## config.mk

```make
export PLATFORM = sky130hd
export DESIGN_NAME = qport_bus_mux
export DESIGN_NICKNAME = d
export VERILOG_FILES = /design/src/rtl/qpb_pkg.sv /design/src/rtl/qpb_latch_bank.sv /design/src/rtl/qpb_bus_fsm.sv /design/src/rtl/qpb_pin_drive.sv /design/src/rtl/qpb_fetch_sel.sv /design/src/rtl/qport_bus_mux.sv
export SDC_FILE = /design/constraint.sdc
export NUM_CORES = 1
export LEC_CHECK = 0
export ABC_AREA = 1
export ABC_CLOCK_PERIOD_IN_PS = 1700
export BUFFER_PORTS_ARGS = -buffer_cell sky130_fd_sc_hd__buf_2
export CAP_MARGIN = 20
export CORE_AREA = 8 8 103 105
export CTS_BUF_LIST = sky130_fd_sc_hd__clkbuf_4 sky130_fd_sc_hd__clkbuf_8
export CTS_CLUSTER_DIAMETER = 30
export DETAILED_ROUTE_END_ITERATION = 8
export DIE_AREA = 0 0 111 113
export PLACE_DENSITY = 0.75
export SKIP_CTS_REPAIR_TIMING = 1
export SYNTH_ARGS = -nofsm -noshare
export SYNTH_HDL_FRONTEND = slang
export SYNTH_SLANG_ARGS = --single-unit
```

## constraint.sdc

```tcl
create_clock -name clk -period 1.7 [get_ports clk]
set_input_delay 0.34 -clock clk [delete_from_list [all_inputs] [get_ports clk]]
set_output_delay 0.34 -clock clk [all_outputs]
set_load 0.05 [all_outputs]
```

## src/rtl/qpb_pkg.sv

```systemverilog
package qpb_pkg;

    typedef enum logic [1:0] {
        BUS_IDLE = 2'd0,
        BUS_ADDR = 2'd1,
        BUS_DATA = 2'd2,
        BUS_DONE = 2'd3
    } bus_state_t;

endpackage

```

## src/rtl/qpb_latch_bank.sv

```systemverilog
module qpb_latch_bank #(
    parameter int NPORTS = 4,
    parameter int W      = 8,
    parameter int SELW   = 2
) (
    input  logic                  clk,
    input  logic                  rst_n,
    input  logic                  wr,
    input  logic [SELW-1:0]       sel,
    input  logic [W-1:0]          wdata,
    output logic [NPORTS*W-1:0]   latch_q
);

    // One register per port; reset releases every line high.
    for (genvar i = 0; i < NPORTS; i++) begin : g_port
        always_ff @(posedge clk or negedge rst_n) begin
            if (!rst_n) begin
                latch_q[i*W +: W] <= '1;
            end else if (wr && (sel == SELW'(i))) begin
                latch_q[i*W +: W] <= wdata;
            end
        end
    end

endmodule

```

## src/rtl/qpb_bus_fsm.sv

```systemverilog
module qpb_bus_fsm
    import qpb_pkg::*;
#(
    parameter int W  = 8,
    parameter int AW = 16
) (
    input  logic          clk,
    input  logic          rst_n,
    input  logic          req,
    input  logic          we,
    input  logic [AW-1:0] addr,
    input  logic [W-1:0]  wdata,
    input  logic [W-1:0]  lo_pins,
    output logic          ale,
    output logic          done,
    output logic [W-1:0]  rdata,
    output logic          lo_own,
    output logic [W-1:0]  lo_val,
    output logic          hi_own,
    output logic [W-1:0]  hi_val
);

    bus_state_t    state_q, state_d;
    logic [AW-1:0] addr_q;
    logic [W-1:0]  wdata_q;
    logic          we_q;
    logic [W-1:0]  rdata_q;

    // State register
    always_ff @(posedge clk or negedge rst_n) begin
        if (!rst_n) begin
            state_q <= BUS_IDLE;
        end else begin
            state_q <= state_d;
        end
    end

    // Request capture and read-data sampling
    always_ff @(posedge clk or negedge rst_n) begin
        if (!rst_n) begin
            addr_q  <= '0;
            wdata_q <= '0;
            we_q    <= 1'b0;
            rdata_q <= '0;
        end else begin
            if (state_q == BUS_IDLE && req) begin
                addr_q  <= addr;
                wdata_q <= wdata;
                we_q    <= we;
            end
            if (state_q == BUS_DATA && !we_q) begin
                rdata_q <= lo_pins;
            end
        end
    end

    // Next-state logic
    always_comb begin
        state_d = state_q;
        unique case (state_q)
            BUS_IDLE: if (req) state_d = BUS_ADDR;
            BUS_ADDR: state_d = BUS_DATA;
            BUS_DATA: state_d = BUS_DONE;
            BUS_DONE: state_d = BUS_IDLE;
            default:  state_d = BUS_IDLE;
        endcase
    end

    // Output logic
    always_comb begin
        ale    = 1'b0;
        done   = 1'b0;
        lo_own = 1'b0;
        lo_val = '1;
        hi_own = 1'b0;
        hi_val = addr_q[W +: W];
        unique case (state_q)
            BUS_IDLE: ;
            BUS_ADDR: begin
                ale    = 1'b1;
                lo_own = 1'b1;
                lo_val = addr_q[W-1:0];
                hi_own = 1'b1;
            end
            BUS_DATA: begin
                lo_own = 1'b1;
                lo_val = we_q ? wdata_q : '1;
                hi_own = 1'b1;
            end
            BUS_DONE: done = 1'b1;
            default: ;
        endcase
    end

    assign rdata = rdata_q;

endmodule

```

## src/rtl/qpb_pin_drive.sv

```systemverilog
module qpb_pin_drive #(
    parameter int NPORTS  = 4,
    parameter int W       = 8,
    parameter int LO_PORT = 0,
    parameter int HI_PORT = 2
) (
    input  logic [NPORTS*W-1:0] latch_q,
    input  logic                lo_own,
    input  logic [W-1:0]        lo_val,
    input  logic                hi_own,
    input  logic [W-1:0]        hi_val,
    output logic [NPORTS*W-1:0] pd_en
);

    // A line value of 1 releases the pull-down; 0 turns it on.
    for (genvar i = 0; i < NPORTS; i++) begin : g_drv
        if (i == LO_PORT) begin : g_lo
            assign pd_en[i*W +: W] = ~(lo_own ? lo_val : latch_q[i*W +: W]);
        end else if (i == HI_PORT) begin : g_hi
            assign pd_en[i*W +: W] = ~(hi_own ? hi_val : latch_q[i*W +: W]);
        end else begin : g_plain
            assign pd_en[i*W +: W] = ~latch_q[i*W +: W];
        end
    end

endmodule

```

## src/rtl/qpb_fetch_sel.sv

```systemverilog
module qpb_fetch_sel #(
    parameter int AW         = 16,
    parameter int IROM_BYTES = 4096
) (
    input  logic [AW-1:0] pc,
    input  logic          ea_pin,
    output logic          fetch_ext
);

    localparam logic [AW:0] LIMIT = (AW+1)'(IROM_BYTES);

    assign fetch_ext = !ea_pin || ({1'b0, pc} >= LIMIT);

endmodule

```

## src/rtl/qport_bus_mux.sv

```systemverilog
module qport_bus_mux #(
    parameter int NPORTS     = 4,
    parameter int W          = 8,
    parameter int AW         = 16,
    parameter int IROM_BYTES = 4096,
    parameter int LO_PORT    = 0,
    parameter int HI_PORT    = 2
) (
    input  logic                          clk,
    input  logic                          rst_n,
    input  logic                          cpu_wr,
    input  logic                          cpu_rd,
    input  logic                          cpu_rd_latch,
    input  logic [$clog2(NPORTS)-1:0]     cpu_sel,
    input  logic [W-1:0]                  cpu_wdata,
    output logic [W-1:0]                  rd_data,
    input  logic [NPORTS*W-1:0]           pin_in,
    output logic [NPORTS*W-1:0]           pd_en,
    input  logic                          bus_req,
    input  logic                          bus_we,
    input  logic [AW-1:0]                 bus_addr,
    input  logic [W-1:0]                  bus_wdata,
    output logic                          bus_ale,
    output logic                          bus_done,
    output logic [W-1:0]                  bus_rdata,
    input  logic [AW-1:0]                 pc,
    input  logic                          ea_pin,
    output logic                          fetch_ext
);

    localparam int SELW = $clog2(NPORTS);

    logic [NPORTS*W-1:0] latch_q;
    logic                lo_own, hi_own;
    logic [W-1:0]        lo_val, hi_val;
    logic [W-1:0]        rd_q;

    qpb_latch_bank #(.NPORTS(NPORTS), .W(W), .SELW(SELW)) u_latch (
        .clk     (clk),
        .rst_n   (rst_n),
        .wr      (cpu_wr),
        .sel     (cpu_sel),
        .wdata   (cpu_wdata),
        .latch_q (latch_q)
    );

    qpb_bus_fsm #(.W(W), .AW(AW)) u_fsm (
        .clk     (clk),
        .rst_n   (rst_n),
        .req     (bus_req),
        .we      (bus_we),
        .addr    (bus_addr),
        .wdata   (bus_wdata),
        .lo_pins (pin_in[LO_PORT*W +: W]),
        .ale     (bus_ale),
        .done    (bus_done),
        .rdata   (bus_rdata),
        .lo_own  (lo_own),
        .lo_val  (lo_val),
        .hi_own  (hi_own),
        .hi_val  (hi_val)
    );

    qpb_pin_drive #(.NPORTS(NPORTS), .W(W), .LO_PORT(LO_PORT), .HI_PORT(HI_PORT)) u_drv (
        .latch_q (latch_q),
        .lo_own  (lo_own),
        .lo_val  (lo_val),
        .hi_own  (hi_own),
        .hi_val  (hi_val),
        .pd_en   (pd_en)
    );

    qpb_fetch_sel #(.AW(AW), .IROM_BYTES(IROM_BYTES)) u_fetch (
        .pc        (pc),
        .ea_pin    (ea_pin),
        .fetch_ext (fetch_ext)
    );

    // Registered read path: pins or latch of the selected port
    always_ff @(posedge clk or negedge rst_n) begin
        if (!rst_n) begin
            rd_q <= '0;
        end else if (cpu_rd) begin
            rd_q <= cpu_rd_latch ? latch_q[cpu_sel*W +: W] : pin_in[cpu_sel*W +: W];
        end
    end

    assign rd_data = rd_q;

endmodule

```

Word-level counts from Yosys, hierarchy flattened
Index checks and enable logic that the tools add are counted.

word-level totals
  flip-flop bits (word level) = 75
  latch bits = 0
  RAM bits = 0
  bits in read-only memories = 0
  bits of input ports = 90
  output and inout port bits = 51
  logic and storage cells = 46
  memories = 0

cells by class
  $add $sub $neg = 0
  multipliers = 0
  divide/modulo/power cells = 0
  magnitude comparators = 1
  equal/unequal tests = 7
  shift operators = 2
  muxes and demuxes = 10
  bitwise logic cells = 4
  reduce and logical (&&, ||, !) cells = 12

operators with widths
  cell                  number
  $shiftx 32x6->8       2
  $mux 8                4
  $not 8->8             4
  $ge 16x13->1 const B  1
  $pmux 8 s2            1
  $eq 2x2->1 const B    4
  $pmux 2 s4            1
  $logic_and 1x1->1     6
  $eq 2x1->1 const B    2
  $logic_not 2->1       2
  $mux 1                3
  $logic_not 1->1       2
  $mux 2                1
  $ne 2x2->1 const B    1
  $reduce_or 2->1       1
  $logic_or 1x1->1      1

Logic depth before layout (Yosys ltp)
  depth in word-level cells = 5
  gate-level depth with buffers = 7
  mapped depth without buffers = 7

Cells and area by module
From an unflattened synthesis, not the netlist that was laid out.

second synthesis, totals
  cell total of the unflattened synthesis = 679
  area, all modules = 4,865.9 µm²

modules (own cells, without submodules)
  module          instances  cells an instance  area an instance (µm²)  sequential area each (µm²)
  qpb_bus_fsm     1          217                1,858.0                 875.8
  qpb_latch_bank  1          143                1,476.4                 840.8
  qport_bus_mux   1          216                1,108.6                 200.2
  qpb_pin_drive   1          100                410.4                   0.0
  qpb_fetch_sel   1          3                  12.5                    0.0

Least setup slack after synthesis
Ideal clock, no wire load.

  path kind = register -> output
  from = reg u_fsm.state_q[0]
  to = out pd_en[6]
  arrival = 2.153 ns
  required time = 1.360 ns
  slack = -0.793 ns
  cell stages (with the launch flop) = 6
  path buffers = 2
  path through = dfrtp_1 > inv_1 > ha_1 > buf_2 > clkbuf_1 > o21ai_0

on the way
  cells in the longest elaborated chain, start to end = 5
  elaborated cells between the ends (all ways) = 7
  those cells by class = 2 x eq/ne; 3 x mux; 1 x bitwise; 1 x reduce/logical

RTL lines
  element                                          RTL line             RTL
  from (decl)                                      qpb_bus_fsm.sv:23    bus_state_t state_q, state_d;
  from (signal assigned)                           qpb_bus_fsm.sv:34    state_q <= state_d;
  $eq 2x1->1 / $eq 2x2->1 (equally long branches)  qpb_bus_fsm.sv:77    unique case (state_q)
  $reduce_or 2->1 (no source line)                 -
  $mux 1                                           qpb_bus_fsm.sv:77
  $mux 8 *                                         qpb_pin_drive.sv:18  assign pd_en[i*W +: W] = ~(lo_own ? lo_val : latch_q[i*W +: W]);
  $not 8->8 *                                      qpb_pin_drive.sv:18
  to (decl)                                        qport_bus_mux.sv:18  output logic [NPORTS*W-1:0] pd_en,

Mark *: on every way between the ends. The rest lies on a longest branch, timed or not.

Worst setup path after layout
  from = reg u_fsm.state_q[0]
  to = out pd_en[5]

Same word-level chain as after synthesis.

==> results.yml <==
drt:
  viasPerCell: 4.85
  drtIter0Drc: 264
  dr.pass1.iters: 5
  antenna_left: 0
  wirelength_um: 11500
  drc_errors: 0
  wl_per_cell_um: 16.0
  num_vias: 3485
cells_and_area:
  syn2layout_area_growth_pct: 38.7
  drive_gt1_frac: 0.478
  diodes: 0
  num-nets-final: 696
  final_area_mm2: 0.00547
floorplan:
  die_x_um: 111
  num_io_pins: 141
  die_area_mm2: 0.0125
  die_y_um: 113
  rows: 35
  initial_utilization: 0.439
  core_area_mm2: 0.00898
worst_setup_path:
  crit_family: "buffers and inverters"
  arrival_ns: 1.73
  crit_required_ns: 1.36
  crit_fanout: 9
  crit_path_cell_trace: "inv_2, ha_4, buf_8, buf_12, o22ai_4, buf_6"
  startpoint_type: "register"
  slowest_stage: "dfrtp_1"
  slowest_delay_ns: 0.39
  end_kind: "primary output"
  criticalPathCategory: "reg2out"
  path_buf_inv: 4
clocking:
  clkSinkCount: 75
  root_buffer: "clkbuf_8"
  clock_latency_ns: 0.34
  cts.clk_slew.worst_paths_ns: 0.08
  htree_num_levels: 3
  cts_buffers: 9
  cts_tree: "yes"
  clockBufferDepth: 2
logic_synthesis:
  synth_area_per_cell_um2: 8.55
  syn-cell-area_mm2: 0.00394
  synth.net_count: 555
  synth.distinct_cells: 26
  ys_seq_area_frac: 0.486
  synth_seq_cells: 75
  synth_warnings: 0
  syn_inst: 461
placement:
  routabilityCongestion: 0.885
  dp_hpwl_um: 8860
  io_buffers: 128
  dpl_cell_area_mm2: 0.00504
  pre_cts_ws_ns: -0.145
sta:
  rsz0062_at_grt: "true"
  setup_viol: 17
  fin_ws_ns: -0.371
  min_period_ns: 2.07
  slew-limit-headroom: 0.743
  skew_ns: 0.00768
  fmax_mhz: 483
  slew_violations: 0
  worstMarginPinSlew_ns: 0.386
  fin_crit_sh: 1.22
  hold_viol: 0
grt:
  grt_pass1_wl_um: 18200
  grt_max_degree: 76
  grtUsageTotal: 0.178
  grt_pass1_vias: 3639
  overflow: 0
  antenna_found_initial: 0
pwr:
  p_per_area_mw_per_mm2: 2170
  vdd_drop_max_mv: 1.16
  p_leak_nw: 2.73
run_status:
  violations: "negative setup slack"
  status: "finished, violations left"
flow_run:
  maxCapViolations: 0
min_path:
  hp-class: "in2async"
power breakdown:
part | switching [W] | internal (W) | total [W]
logic | 0.00453 | 0.00311 | 0.00764
registers | 0.000389 | 0.00245 | 0.00284
clock network | 0.000642 | 0.000773 | 0.00142
path summary, 6_finish.rpt:
kind | start | to | slack (ns) | cells past startpoint
max in group asynchronous | rst_n | u_latch.latch_q[23] | 1.34 | 2
worst min register to register | u_latch.latch_q[24] | u_latch.latch_q[24] | 0.48 | 2
worst min-delay path | rst_n | u_fsm.addr_q[1] | 0.02 | 2
worst max-delay path | u_fsm.state_q[0] | pd_en[5] | -0.37 | 6
worst max register to register | u_fsm.state_q[0] | u_fsm.rdata[7] | 0.15 | 6
min in group clk | bus_addr[7] | u_fsm.addr_q[7] | 0.22 | 2
final cells by class:
type,instances,area [um2]
Timing Repair Buffer,150,1000
Fill cell,753,3510
Multi-Input combinational cell,297,1950
Sequential cell,75,1920
Inverter,69,259
Tap cell,111,139
Clock inverter,4,48.8
Clock buffer,12,159
cells in the final DEF, fill, tap and decap left out, drive strengths merged, types with 3 or more instances in the layout:
cell      n
a21oi    10
dfrtp    43
ha        4
clkbuf   12
mux2     25
dfstp    32
buf     150
o22ai     7
o21ai    41
a22o      7
or2       7
inv      69
nand2   117
nor2     38
clkinv    3
nand3    38
metal layers:
metal | wire length [um] | part of all wire | track usage
met1 | 4770 | 0.41 | 0.207
met2 | 5890 | 0.51 | 0.310
met3 | 689 | 0.060 | 0.0550
met4 | 159 | 0.014 | 0.0459
met5 | 0 | 0 | 0
logic make-up after synthesis:
logic type | Yosys count | synth area share
AOI/OAI and AO/OA | 66 | 0.110
adders and majority gates | 4 | 0.0127
buffers and inverters | 89 | 0.0933
DFF | 75 | 0.486
muxes | 26 | 0.0739
and+or+nand+nor | 201 | 0.224
state kept, by name, indices dropped and copies added (netlist names):
| name | cells |
|---|---|
| u_latch.latch_q | 32 |
| u_fsm.addr_q | 16 |
| rd_data | 8 |
| u_fsm.rdata | 8 |
| u_fsm.wdata_q | 8 |
| u_fsm.state_q | 2 |
| u_fsm.we_q | 1 |
worst register-to-register path, delay by kind of cell (launching register included):
family	cells	cell delay (ns)
buffers and inverters	3	0.40
flip-flops	1	0.36
multiplexers	1	0.35
adder cells (fa/ha/maj)	1	0.21
AND/OR/NAND/NOR	1	0.11
Yosys cell counts, drive strengths merged:
cell,instances,area (um2)
clkbuf,7,26.3
dfstp,32,841
or2,7,43.8
inv,69,259
o211ai,1,7.51
dfrtp,43,1080
o21ai,41,273
a21oi,10,50.1
mux2i,1,10.0
mux2,25,282
buf,13,82.6
nor2,38,165
nand3,38,190
nand2,117,477
a22o,7,61.3
ha,4,50.1
o22ai,7,43.8
nor4,1,6.26
through the flow:
step	total power, W	utilization	hold slack (ns)	cells	setup TNS [ns]
floorplan	0.00810	-	0.0444	461	-0.338
global placement	0.00926	0.562	0.396	695	-1.02
detailed placement	0.00941	0.562	0.405	695	-1.38
CTS	0.0108	0.585	0.0323	711	-7.69
global route	0.0125	0.609	0.0196	718	-6.19
finish	0.0119	0.609	0.0155	718	-5.13
(Power assumes the default switching activity.)
